$ cat config.mk
export PLATFORM = sky130hd
export DESIGN_NAME = dram_refresh_sched
export DESIGN_NICKNAME = d
export VERILOG_FILES = /design/src/rtl/dram_rfsh_pkg.sv /design/src/rtl/rfsh_interval_timer.sv /design/src/rtl/rfsh_pending_ctr.sv /design/src/rtl/rfsh_cycle_seq.sv /design/src/rtl/dram_refresh_sched.sv
export SDC_FILE = /design/constraint.sdc
export NUM_CORES = 1
export LEC_CHECK = 0
export BUFFER_PORTS_ARGS = -buffer_cell sky130_fd_sc_hd__buf_4
export CAP_MARGIN = 5
export CORE_AREA = 2 2 80 97
export DETAILED_ROUTE_END_ITERATION = 8
export DIE_AREA = 0 0 82 99
export HOLD_SLACK_MARGIN = 0.08
export PLACE_DENSITY_LB_ADDON = 0.3
export REMOVE_ABC_BUFFERS = 1
export SYNTH_ARGS = -nofsm -noshare
export SYNTH_HDL_FRONTEND = slang
export SYNTH_SLANG_ARGS = --single-unit
$ cat constraint.sdc
create_clock -name clk -period 5 [get_ports clk]
set_clock_uncertainty 0.2 [all_clocks]
set_input_delay 0.25 -clock clk [delete_from_list [all_inputs] [get_ports clk]]
set_output_delay 0.25 -clock clk [all_outputs]
set_load 0.02 [all_outputs]
$ cat src/rtl/dram_rfsh_pkg.sv
package dram_rfsh_pkg;

    // Top-level sequencing mode of the scheduler
    typedef enum logic [1:0] {
        MD_PAUSE = 2'd0,
        MD_INIT  = 2'd1,
        MD_RUN   = 2'd2
    } sched_mode_e;

    // Phase within one refresh cycle
    typedef enum logic [1:0] {
        PH_IDLE  = 2'd0,
        PH_SETUP = 2'd1,
        PH_LOW   = 2'd2,
        PH_PRE   = 2'd3
    } rfsh_phase_e;

endpackage

$ cat src/rtl/rfsh_interval_timer.sv
module rfsh_interval_timer #(
    parameter int unsigned PERIOD_CLKS = 1562
) (
    input  logic clk,
    input  logic rst_n,
    input  logic en,
    output logic tick
);
    localparam int unsigned TW = $clog2(PERIOD_CLKS + 1);

    logic [TW-1:0] cnt_d, cnt_q;
    logic          wrap;

    always_comb begin
        wrap  = en && (cnt_q == TW'(PERIOD_CLKS - 1));
        cnt_d = cnt_q;
        if (!en)       cnt_d = '0;
        else if (wrap) cnt_d = '0;
        else           cnt_d = cnt_q + 1'b1;
        tick  = wrap;
    end

    always_ff @(posedge clk) begin
        if (!rst_n) cnt_q <= '0;
        else        cnt_q <= cnt_d;
    end
endmodule

$ cat src/rtl/rfsh_pending_ctr.sv
module rfsh_pending_ctr #(
    parameter int unsigned MAX_PEND = 8
) (
    input  logic clk,
    input  logic rst_n,
    input  logic inc,
    input  logic dec,
    output logic owed
);
    localparam int unsigned PW = $clog2(MAX_PEND + 1);

    logic [PW-1:0] pend_d, pend_q;

    always_comb begin
        pend_d = pend_q;
        unique case ({inc, dec})
            2'b10:   if (pend_q != PW'(MAX_PEND)) pend_d = pend_q + 1'b1;
            2'b01:   if (pend_q != '0)            pend_d = pend_q - 1'b1;
            default: pend_d = pend_q;
        endcase
        owed = (pend_q != '0);
    end

    always_ff @(posedge clk) begin
        if (!rst_n) pend_q <= '0;
        else        pend_q <= pend_d;
    end
endmodule

$ cat src/rtl/rfsh_cycle_seq.sv
module rfsh_cycle_seq
    import dram_rfsh_pkg::*;
#(
    parameter int unsigned PAUSE_CLKS     = 20000,
    parameter int unsigned INIT_CYCLES    = 8,
    parameter int unsigned RAS_LOW_CLKS   = 6,
    parameter int unsigned RAS_PRE_CLKS   = 5,
    parameter int unsigned CAS_SETUP_CLKS = 2,
    parameter int unsigned ROW_BITS       = 12,
    parameter bit          CBR_MODE       = 1'b1
) (
    input  logic                clk,
    input  logic                rst_n,
    input  logic                owed,
    input  logic                gnt,
    output logic                ready,
    output logic                run_done,
    output logic                ras_n,
    output logic                cas_n,
    output logic [ROW_BITS-1:0] row_addr
);
    localparam int unsigned M1   = (RAS_LOW_CLKS > RAS_PRE_CLKS) ? RAS_LOW_CLKS : RAS_PRE_CLKS;
    localparam int unsigned M2   = (M1 > CAS_SETUP_CLKS) ? M1 : CAS_SETUP_CLKS;
    localparam int unsigned MAXC = (M2 > PAUSE_CLKS) ? M2 : PAUSE_CLKS;
    localparam int unsigned CW   = $clog2(MAXC + 1);
    localparam int unsigned IW   = $clog2(INIT_CYCLES + 1);

    typedef struct packed {
        sched_mode_e         mode;
        rfsh_phase_e         phase;
        logic [CW-1:0]       cnt;
        logic [IW-1:0]       inits;
        logic [ROW_BITS-1:0] row;
    } seq_t;

    seq_t s_d, s_q;
    logic done_d;

    always_comb begin
        s_d    = s_q;
        done_d = 1'b0;
        unique case (s_q.phase)
            PH_IDLE: begin
                if (s_q.mode == MD_PAUSE) begin
                    if (s_q.cnt == CW'(PAUSE_CLKS - 1)) begin
                        s_d.mode  = MD_INIT;
                        s_d.phase = PH_SETUP;
                        s_d.cnt   = '0;
                    end else begin
                        s_d.cnt = s_q.cnt + 1'b1;
                    end
                end else if (s_q.mode == MD_RUN && owed && gnt) begin
                    s_d.phase = PH_SETUP;
                    s_d.cnt   = '0;
                end
            end
            PH_SETUP: begin
                if (s_q.cnt == CW'(CAS_SETUP_CLKS - 1)) begin
                    s_d.phase = PH_LOW;
                    s_d.cnt   = '0;
                end else begin
                    s_d.cnt = s_q.cnt + 1'b1;
                end
            end
            PH_LOW: begin
                if (s_q.cnt == CW'(RAS_LOW_CLKS - 1)) begin
                    s_d.phase = PH_PRE;
                    s_d.cnt   = '0;
                end else begin
                    s_d.cnt = s_q.cnt + 1'b1;
                end
            end
            PH_PRE: begin
                if (s_q.cnt == CW'(RAS_PRE_CLKS - 1)) begin
                    s_d.cnt   = '0;
                    s_d.row   = s_q.row + 1'b1;
                    s_d.phase = PH_IDLE;
                    if (s_q.mode == MD_INIT) begin
                        if (s_q.inits == IW'(INIT_CYCLES - 1)) begin
                            s_d.mode = MD_RUN;
                        end else begin
                            s_d.inits = s_q.inits + 1'b1;
                            s_d.phase = PH_SETUP;
                        end
                    end else begin
                        done_d = 1'b1;
                    end
                end else begin
                    s_d.cnt = s_q.cnt + 1'b1;
                end
            end
            default: s_d = s_q;
        endcase
    end

    always_ff @(posedge clk) begin
        if (!rst_n) s_q <= '0;
        else        s_q <= s_d;
    end

    assign ready    = (s_q.mode == MD_RUN);
    assign run_done = done_d;
    assign ras_n    = (s_q.phase != PH_LOW);
    assign row_addr = s_q.row;

    generate
        if (CBR_MODE) begin : g_cas_first
            assign cas_n = !((s_q.phase == PH_SETUP) || (s_q.phase == PH_LOW));
        end else begin : g_row_addr
            assign cas_n = 1'b1;
        end
    endgenerate
endmodule

$ cat src/rtl/dram_refresh_sched.sv
module dram_refresh_sched #(
    parameter int unsigned CLK_PERIOD_NS     = 10,
    parameter int unsigned PAUSE_NS          = 200000,
    parameter int unsigned REFRESH_PERIOD_NS = 64000000,
    parameter int unsigned ROW_BITS          = 12,
    parameter int unsigned INIT_CYCLES       = 8,
    parameter int unsigned MAX_PEND          = 8,
    parameter int unsigned RAS_LOW_CLKS      = 6,
    parameter int unsigned RAS_PRE_CLKS      = 5,
    parameter int unsigned CAS_SETUP_CLKS    = 2,
    parameter bit          CBR_MODE          = 1'b1
) (
    input  logic                clk,
    input  logic                rst_n,
    input  logic                bus_gnt,
    output logic                bus_req,
    output logic                ready,
    output logic                ras_n,
    output logic                cas_n,
    output logic [ROW_BITS-1:0] row_addr
);
    localparam int unsigned PAUSE_CLKS    = (PAUSE_NS + CLK_PERIOD_NS - 1) / CLK_PERIOD_NS;
    localparam int unsigned INTERVAL_CLKS = REFRESH_PERIOD_NS / (CLK_PERIOD_NS * (2 ** ROW_BITS));

    logic tick;
    logic owed;
    logic run_done;

    rfsh_interval_timer #(
        .PERIOD_CLKS (INTERVAL_CLKS)
    ) u_timer (
        .clk   (clk),
        .rst_n (rst_n),
        .en    (ready),
        .tick  (tick)
    );

    rfsh_pending_ctr #(
        .MAX_PEND (MAX_PEND)
    ) u_pend (
        .clk   (clk),
        .rst_n (rst_n),
        .inc   (tick),
        .dec   (run_done),
        .owed  (owed)
    );

    rfsh_cycle_seq #(
        .PAUSE_CLKS     (PAUSE_CLKS),
        .INIT_CYCLES    (INIT_CYCLES),
        .RAS_LOW_CLKS   (RAS_LOW_CLKS),
        .RAS_PRE_CLKS   (RAS_PRE_CLKS),
        .CAS_SETUP_CLKS (CAS_SETUP_CLKS),
        .ROW_BITS       (ROW_BITS),
        .CBR_MODE       (CBR_MODE)
    ) u_seq (
        .clk      (clk),
        .rst_n    (rst_n),
        .owed     (owed),
        .gnt      (bus_gnt),
        .ready    (ready),
        .run_done (run_done),
        .ras_n    (ras_n),
        .cas_n    (cas_n),
        .row_addr (row_addr)
    );

    assign bus_req = ready && owed;
endmodule

* After elaboration in Yosys (flattened, before gate mapping) *
Index checks and enable logic that the tools add are counted.

word-level totals
  bits in registers = 50
  bits of input ports = 3
  output and inout port bits = 16
  logic and storage cells = 80

cells by class
  add/subtract/negate cells = 6
  eq/ne operators = 26
  multiplexer cells = 22
  bitwise logic cells = 3
  reductions and logical operators = 16

operators by type and width
  cell                                                              number
  17-bit case mux with 4 select lines                               1
  15-bit two-way mux                                                4
  17-bit two-way mux                                                2
  15-bit by 3-bit == test with 1-bit output, second input constant  2
  4-bit two-way mux                                                 5
  2-bit by 1-bit != test with 1-bit output, second input constant   9
  15-bit by 1-bit adder with 15-bit output, second input constant   1
  15-bit by 1-bit == test with 1-bit output, second input constant  1
  15-bit == test, second input constant                             1
  12-bit by 1-bit adder with 12-bit output, second input constant   1
  11-bit by 1-bit adder with 11-bit output, second input constant   1
  11-bit == test, second input constant                             1
  4-bit by 1-bit adder with 4-bit output, second input constant     2
  2-bit == test, second input constant                              4
  2-bit two-way mux                                                 4
  4-bit case mux with 2 select lines                                1
  2-bit by 1-bit == test with 1-bit output, second input constant   3
  6-bit AND reduction                                               1
  5-bit AND reduction                                               1
  4-bit by 3-bit == test with 1-bit output, second input constant   1
  2-bit logical NOT                                                 2
  1-bit two-way mux                                                 4
  4-bit != test, second input constant                              1
  2-bit case mux with 2 select lines                                1
  14 further kinds                                                  19

* Depth between registers and ports, before layout *
Gate-level depths: netlist of the first run.

  depth in word-level cells = 7
  depth in mapped cells = 13

* By module *
A second synthesis of the first run with hierarchy kept.

unflattened totals
  cells, all modules = 326
  area total of the unflattened synthesis = 2902.8 um^2

by module, submodules not included
  module               instances  cells an instance  area each (um^2)
  rfsh_cycle_seq       1          235                2063.2
  rfsh_interval_timer  1          57                 530.5
  rfsh_pending_ctr     1          33                 302.8
  dram_refresh_sched   1          1                  6.3

* Worst setup path before layout of the first run *
No wires, ideal clock.

  path kind = register to register
  start = reg u_timer.cnt_q[6]
  end = reg u_pend.pend_q[3]
  library setup time = 0.085 ns
  arrival time = 2.663 ns
  data required time = 4.715 ns
  slack = 2.052 ns
  stages on the path, launching flop included = 12
  path buffers = 0
  cells stage by stage = dfxtp_1 or4b_4 or4_4 nand4_1 inv_1 ha_1 a21o_1 a21oi_1 nand2_1 nor3_1 a21oi_1 o31ai_2

on the way
  longest elaborated chain between the ends = 5
  elaborated cells on any way between the ends = 9

ends and longest elaborated chain
  item                                                                                             line                       source
  from (decl)                                                                                      rfsh_interval_timer.sv:11  logic [TW-1:0] cnt_d, cnt_q;
  from (signal assigned)                                                                           rfsh_interval_timer.sv:25  else cnt_q <= cnt_d;
  11-bit == test (*)                                                                               rfsh_interval_timer.sv:15  wrap = en && (cnt_q == TW'(PERIOD_CLKS - 1));
  1-bit logical AND (*)                                                                            rfsh_interval_timer.sv:15
  2-bit by 1-bit == test with 1-bit output or 2-bit == test (tied branches)                        rfsh_pending_ctr.sv:16     unique case ({inc, dec})
  2-bit by 1-bit != test with 1-bit output (no source line) or 2-bit nonzero test (tied branches)  n/a
  3-bit AND reduction (no source line)                                                             n/a
  to (signal assigned)                                                                             rfsh_pending_ctr.sv:26     else pend_q <= pend_d;
  to (decl)                                                                                        rfsh_pending_ctr.sv:12     logic [PW-1:0] pend_d, pend_q;

Every way passes the cells marked *; elsewhere a longest branch is shown, timed or not.
A chain may end at the register's enable or synchronous reset.

* Worst setup path in the final report of the first run *
Same ends and word-level chain as after synthesis.

==> reports/metrics.csv, run 1 <==
metric,value,unit
initial antenna violation count,0,
largest net degree at the start of global routing,26,
Int Power,602,uW
CP startpoint,u_timer.cnt_q[6],
min Tclk post-route,3130,ps
Worst EP required,5030,ps
worst skew pair latency,310,ps
actual slew at the worst max-slew pin,764,ps
Final #Nets,354,
status,finished clean,
CP Max Fanout,4,
CP Cell Sequence,or4b_4 > or4_4 > nand4_1 > inv_1 > ha_1 > a21o_1 > a21oi_1 > nand2_1 > nor3_1 > a21oi_1 > o31ai_2,
fmax,320,MHz
CP most frequent cell,a21oi_1,
fin crit share,0.625,
post-CTS sizing,0,
"Slowest-stage cell, CP",or4_4,
crit path capture type,register,
Clock Pin Slew Worst Setup and Hold Paths,90,ps
max-slew violation count,0,
sequential fraction of the synthesis area,0.356,
"Power, Total",856,uW
chip height,99,microns
Setup crit start kind,register,
Starting Density,0.394,
vias,2257,
warnings from Yosys,0,
Async SR Flop Fraction,0,
floorplan row count,34,
RSZ-0062 raised after global routing,no,
number of diodes,0,
ranking of synthesized cells by area,"dfxtp_1 36%, ha_1 6.2%, nor2_1 6.1%, xor2_1 5.3%, nand3_1 3.9%",
most frequent cells after synthesis,"50 x dfxtp_1, 46 x nor2_1, 29 x nand2_1, 22 x nand3_1, 17 x xor2_1",
Hold Crit Class,reg2reg,
Clock Root Buffer,clkbuf_8,
total grt overflow,0,
number of buffers created by CTS,5,
setup repair bufs after CTS,0,
Synth Area per Inst,8.55,sq um
hold path startpoint,u_seq.row_addr[6],
CTS tree,done,
Syn Inst Count,329,
number of synthesized flops with an enable pin,0,
die area,8120,sq um
Final Hold Vio Count,0,
I/O pins,19,
DRT Wirelength,5430,microns
routed wire length per instance,12.7,microns
Die X,82,microns
vias in the first global route,2075,
Area Overhead vs Synth,8.36,%
1st-pass router iterations,4,
Critical R2R Launch,u_timer.cnt_q[6],
power share of the combinational group,0.188,
DRC errors left,0,
total net switching power,254,uW
Final HPWL DP,4010,microns
leakage,0.00111,uW
first-pass GRT wire length,9440,microns
total clock sinks,50,
"area leader, netlist",dfxtp_1,
number of port buffers,18,
Mapped Area,2810,sq um
ys flop type,dfxtp_1,
Max-cap violations,0,
Sw Ratio,0.297,
vias per std cell,5.29,
sum of negative setup slack,0,ps
Initial DRC Count,90,
GRT Total Usage,0.145,
Crit Path Category,reg2reg,
most numerous cell in the Yosys netlist,dfxtp_1,
part of the power in the clock network,0.306,
share of cells above drive strength 1,0.131,
Setup Viol. Count Final,0,
power share of the sequential group,0.507,
top-area cell type share of the netlist area,0.356,
core area,7150,sq um
gpl congestion,0.773,
#FFs+latches synth,50,
CP Data Arrival Time,3160,ps
pwr dens,281,nW/um^2
Max Root-Sink Buffers,2,
Max VDD drop,0.000101,V
CTS HTree Levels,2,
"antenna viol nets, final",0,
worst relative slew slack,0.486,
Worst path max stage delay,580,ps
Yosys cell types,55,
final timing paths:
kind	depth (start not counted)	slack, ps	endpoint
max	11	1870	u_pend.pend_q[3]
min reg2reg	2	290	u_seq.row_addr[6]
min	2	290	u_seq.row_addr[6]
max reg2reg	11	1870	u_pend.pend_q[3]
area by class of cell:
type                            count  area [sq um]
Clock buffer                        7          96.3
Clock inverter                      1          8.76
Fill cell                         721          4100
Inverter                           17          63.8
Multi-Input combinational cell    242          1610
Sequential cell                    50          1000
Tap cell                           90           113
Timing Repair Buffer               20           153
state kept, by name, summed over array words and instances (netlist names):
| signal | cells |
|---|---|
| u_pend.pend_q | 4 |
| u_timer.cnt_q | 11 |
| u_seq.row_addr | 12 |
| u_seq.s_q | 23 |
cells in the final DEF, fill, tap and decap left out, types with 5 or more instances in the layout:
master    synthesis  layout
a21oi_1          10      10
and3_1            6       6
buf_4            13      19
clkbuf_8          0       7
dfxtp_1          50      50
ha_1             14      14
inv_1            16      16
nand2_1          29      29
nand3_1          22      22
nand4_1          12      12
nor2_1           46      46
nor3_1            5       5
nor4_1            9       9
o21ai_0           6       6
xnor2_1           8       8
xor2_1           17      17
per-layer routing:
metal	global-route usage	routed length, microns	vias to the layer above
met2	0.236	2530	33
met3	0.0302	181	5
li1	-	-	1160
met1	0.191	2650	1059
met5	0	0	-
met4	0.0423	63	0
critical path: cells and delay by family (launching register included):
| family | cells | cell delay [ps] |
|---|---|---|
| buffers and inverters | 1 | 90 |
| and+or+nand+nor | 5 | 1520 |
| DFF | 1 | 340 |
| adders and majority gates | 1 | 270 |
| AOI/OAI and AO/OA | 4 | 630 |
cell families after synthesis:
| kind of cell | count (synthesis) | share of synthesized area |
|---|---|---|
| DFF | 50 | 0.356 |
| AOI/OAI and AO/OA | 43 | 0.122 |
| adders and majority gates | 15 | 0.0694 |
| xor gates and xnor gates | 25 | 0.0778 |
| buffers and inverters | 37 | 0.0707 |
| muxes | 4 | 0.0187 |
| and+or+nand+nor | 155 | 0.286 |
power by group through the flow:
stage / clock network [uW] / logic, uW / registers [uW]
after floorplan: 0 / 118 / 436
after global routing: 288 / 180 / 437
after global placement: 0 / 156 / 442
after detailed placement: 0 / 159 / 442
final: 262 / 161 / 434
after CTS: 271 / 161 / 433
per-stage QoR:
step / utilization / cell area (sq um) / instances / hold slack (ps) / setup slack, ps
after CTS: 0.426 / 3050 / 427 / 297 / 1860
after floorplan: - / 2680 / 309 / 180 / 2050
after global placement: 0.410 / 2930 / 418 / 271 / 1960
final: 0.426 / 3050 / 427 / 289 / 1870
after detailed placement: 0.410 / 2930 / 418 / 285 / 1890
after global routing: 0.426 / 3050 / 427 / 329 / 1660
repair_timing:
action | 4_1_cts | 5_1_grt
hold buffers | 1 | 0
endpoints found under the setup margin | 0 | 0
endpoints found under the hold margin | 5 | 0
(Power assumes the default switching activity.)
==> run 2: changes to the inputs <==
Clock period 5 ns to 2.7 ns, I/O delays scaled along.
==> run 2 against run 1 <==
  * The flow now finishes with violations (negative setup slack)
  * Global-route usage rose by 0.49 points
  * Sequential power rose by 85%
  * Combinational power rose by 89%
  * First-iteration DRC count grew 67%
  * Total power grew 82%
  * Critical path depth increased by 1
  * Die area is the same
  * Clock power grew 73%
  * Design area up 7.8%
  * Largest cell class unchanged
==> reports/metrics.csv, run 2 (synthesis results as in run 1) <==
metric,value,unit,change
min Tclk post-route,2850,ps,was 3130 ps
Area Overhead vs Synth,16.9,%,was 8.36%
max-slew violation count,0,,unchanged
share of cells above drive strength 1,0.219,,was 0.131
max FFs per register,23,,unchanged
vias,2358,,was 2257
number of port buffers,18,,unchanged
total grt overflow,0,,unchanged
chip height,99,microns,unchanged
DRT Wirelength,5740,microns,was 5430 microns
fin crit share,1.06,,was 0.625
routed wire length per instance,12.6,microns,was 12.7 microns
core area,7150,sq um,unchanged
final instance area,3290,sq um,was 3050 sq um
first-pass GRT wire length,9710,microns,was 9440 microns
Final HPWL DP,4290,microns,was 4010 microns
"Power, Total",1560,uW,was 856 uW
number of buffers created by CTS,5,,unchanged
Clock Pin Slew Worst Setup and Hold Paths,90,ps,about the same
"Slowest-stage cell, CP",or4_4,,unchanged
largest register by flop count,u_seq.s_q,,unchanged
1st-pass router iterations,4,,unchanged
Setup crit start kind,register,,unchanged
number of diodes,0,,unchanged
Max VDD drop,0.000310,V,was 0.000101 V
Crit Path Category,reg2reg,,unchanged
Initial DRC Count,150,,was 90
CP Data Arrival Time,2870,ps,was 3160 ps
worst relative slew slack,0.652,,was 0.486
vias per std cell,5.17,,was 5.29
Clock Root Buffer,clkbuf_8,,unchanged
RSZ-0062 raised after global routing,yes,,was no
die area,8120,sq um,unchanged
Final Hold Vio Count,0,,unchanged
Final #Nets,383,,was 354
Setup Viol. Count Final,1,,was 0
Worst path max stage delay,550,ps,was 580 ps
largest net degree at the start of global routing,26,,unchanged
total clock sinks,50,,unchanged
sum of negative setup slack,-153,ps,was 0 ps
crit path capture type,register,,unchanged
Max Root-Sink Buffers,2,,unchanged
"commonest cells after routing, fill and taps aside","48 x buf_4, 48 x dfxtp_1, 46 x nor2_1, 28 x nand2_1, 22 x nand3_1",,"was 50 x dfxtp_1, 46 x nor2_1, 29 x nand2_1, 22 x nand3_1, 19 x buf_4"
Starting Density,0.394,,unchanged
WHS,286,ps,was 289 ps
initial antenna violation count,0,,unchanged
"antenna viol nets, final",0,,unchanged
fmax,351,MHz,was 320 MHz
gpl congestion,0.805,,was 0.773
Worst EP required,2720,ps,was 5030 ps
CTS tree,done,,unchanged
actual slew at the worst max-slew pin,520,ps,was 764 ps
leakage,0.00124,uW,was 0.00111 uW
status,"finished, violations left",,was finished clean
CP Max Fanout,2,,was 4
CTS HTree Levels,2,,unchanged
fill count,716,,was 721
Final WS setup,-153,ps,was 1870 ps
Max-cap violations,0,,unchanged
Final Core Density,0.460,,was 0.426
I/O pins,19,,unchanged
worst skew pair latency,300,ps,was 310 ps
Hold Crit Class,reg2reg,,unchanged
post-place instance area,3140,sq um,was 2930 sq um
pwr dens,475,nW/um^2,was 281 nW/um^2
CP Cell Sequence,or4bb_1 > or4_4 > nand4_1 > inv_2 > ha_4 > a21o_1 > a21oi_2 > buf_4 > nor2_4 > nand3b_1 > o2111ai_2 > o31ai_2,,was or4b_4 > or4_4 > nand4_1 > inv_1 > ha_1 > a21o_1 > a21oi_1 > nand2_1 > nor3_1 > a21oi_1 > o31ai_2
GRT Total Usage,0.150,,was 0.145
DRC errors left,0,,unchanged
floorplan row count,34,,unchanged
failing checks,negative setup slack,,
vias in the first global route,2108,,was 2075
Die X,82,microns,unchanged
[run 2: final timing paths]
kind | start | depth (start not counted) | endpoint | slack, ps
max | u_timer.cnt_q[5] | 12 | u_pend.pend_q[3] | -150
min | u_seq.row_addr[6] | 2 | u_seq.row_addr[6] | 290
max reg2reg | u_timer.cnt_q[5] | 12 | u_pend.pend_q[3] | -150
min reg2reg | u_seq.row_addr[6] | 2 | u_seq.row_addr[6] | 290
[run 2: layout make-up]
type	instances	area, sq um	share of cell area
clock buffers	6	82.6	0.0251
clock inverters	2	12.5	0.00381
inverters	17	63.8	0.0194
multi-input cells	242	1640	0.499
flip-flops and latches	50	1000	0.305
well taps	90	113	0.0343
repair buffers	49	370	0.113
[run 2: power breakdown]
group | internal [uW] | total, uW | switching (uW)
Sequential | 763 | 802 | 39.7
Clock | 206 | 452 | 246
Combinational | 124 | 305 | 181
Total | 1090 | 1560 | 467
[run 2: per-stage QoR]
stage	cells	setup slack, ps
2_1_floorplan	309	-255
3_3_place_gp	445	-212
3_5_place_dp	445	-284
4_1_cts	455	-258
5_1_grt	456	-313
6_report	456	-153
[run 2: what timing repair did]
action,CTS,global route
buffers inserted,1,1
endpoints found under the hold margin,6,0
hold buffers,1,0
gates cloned,0,0
endpoints found under the setup margin,1,3
pin swaps,1,5
gates resized for setup,1,7
[run 2: per-layer routing]
layer / routed length (microns) / part of all wire / up-vias / GRT usage
met1: 2760 / 0.48 / 1093 / 0.199
li1: - / - / 1220 / -
met2: 2730 / 0.48 / 43 / 0.251
met3: 225 / 0.039 / 2 / 0.0275
met5: 0 / 0 / - / 0
met4: 29 / 0.0051 / 0 / 0.0308
[run 2: critical path: cells and delay by family, from the launching register on]
| kind | cells | cell delay, ps |
|---|---|---|
| adders and majority gates | 1 | 200 |
| DFF | 1 | 330 |
| and+or+nand+nor | 5 | 1310 |
| AOI/OAI and AO/OA | 4 | 520 |
| buffers and inverters | 2 | 210 |
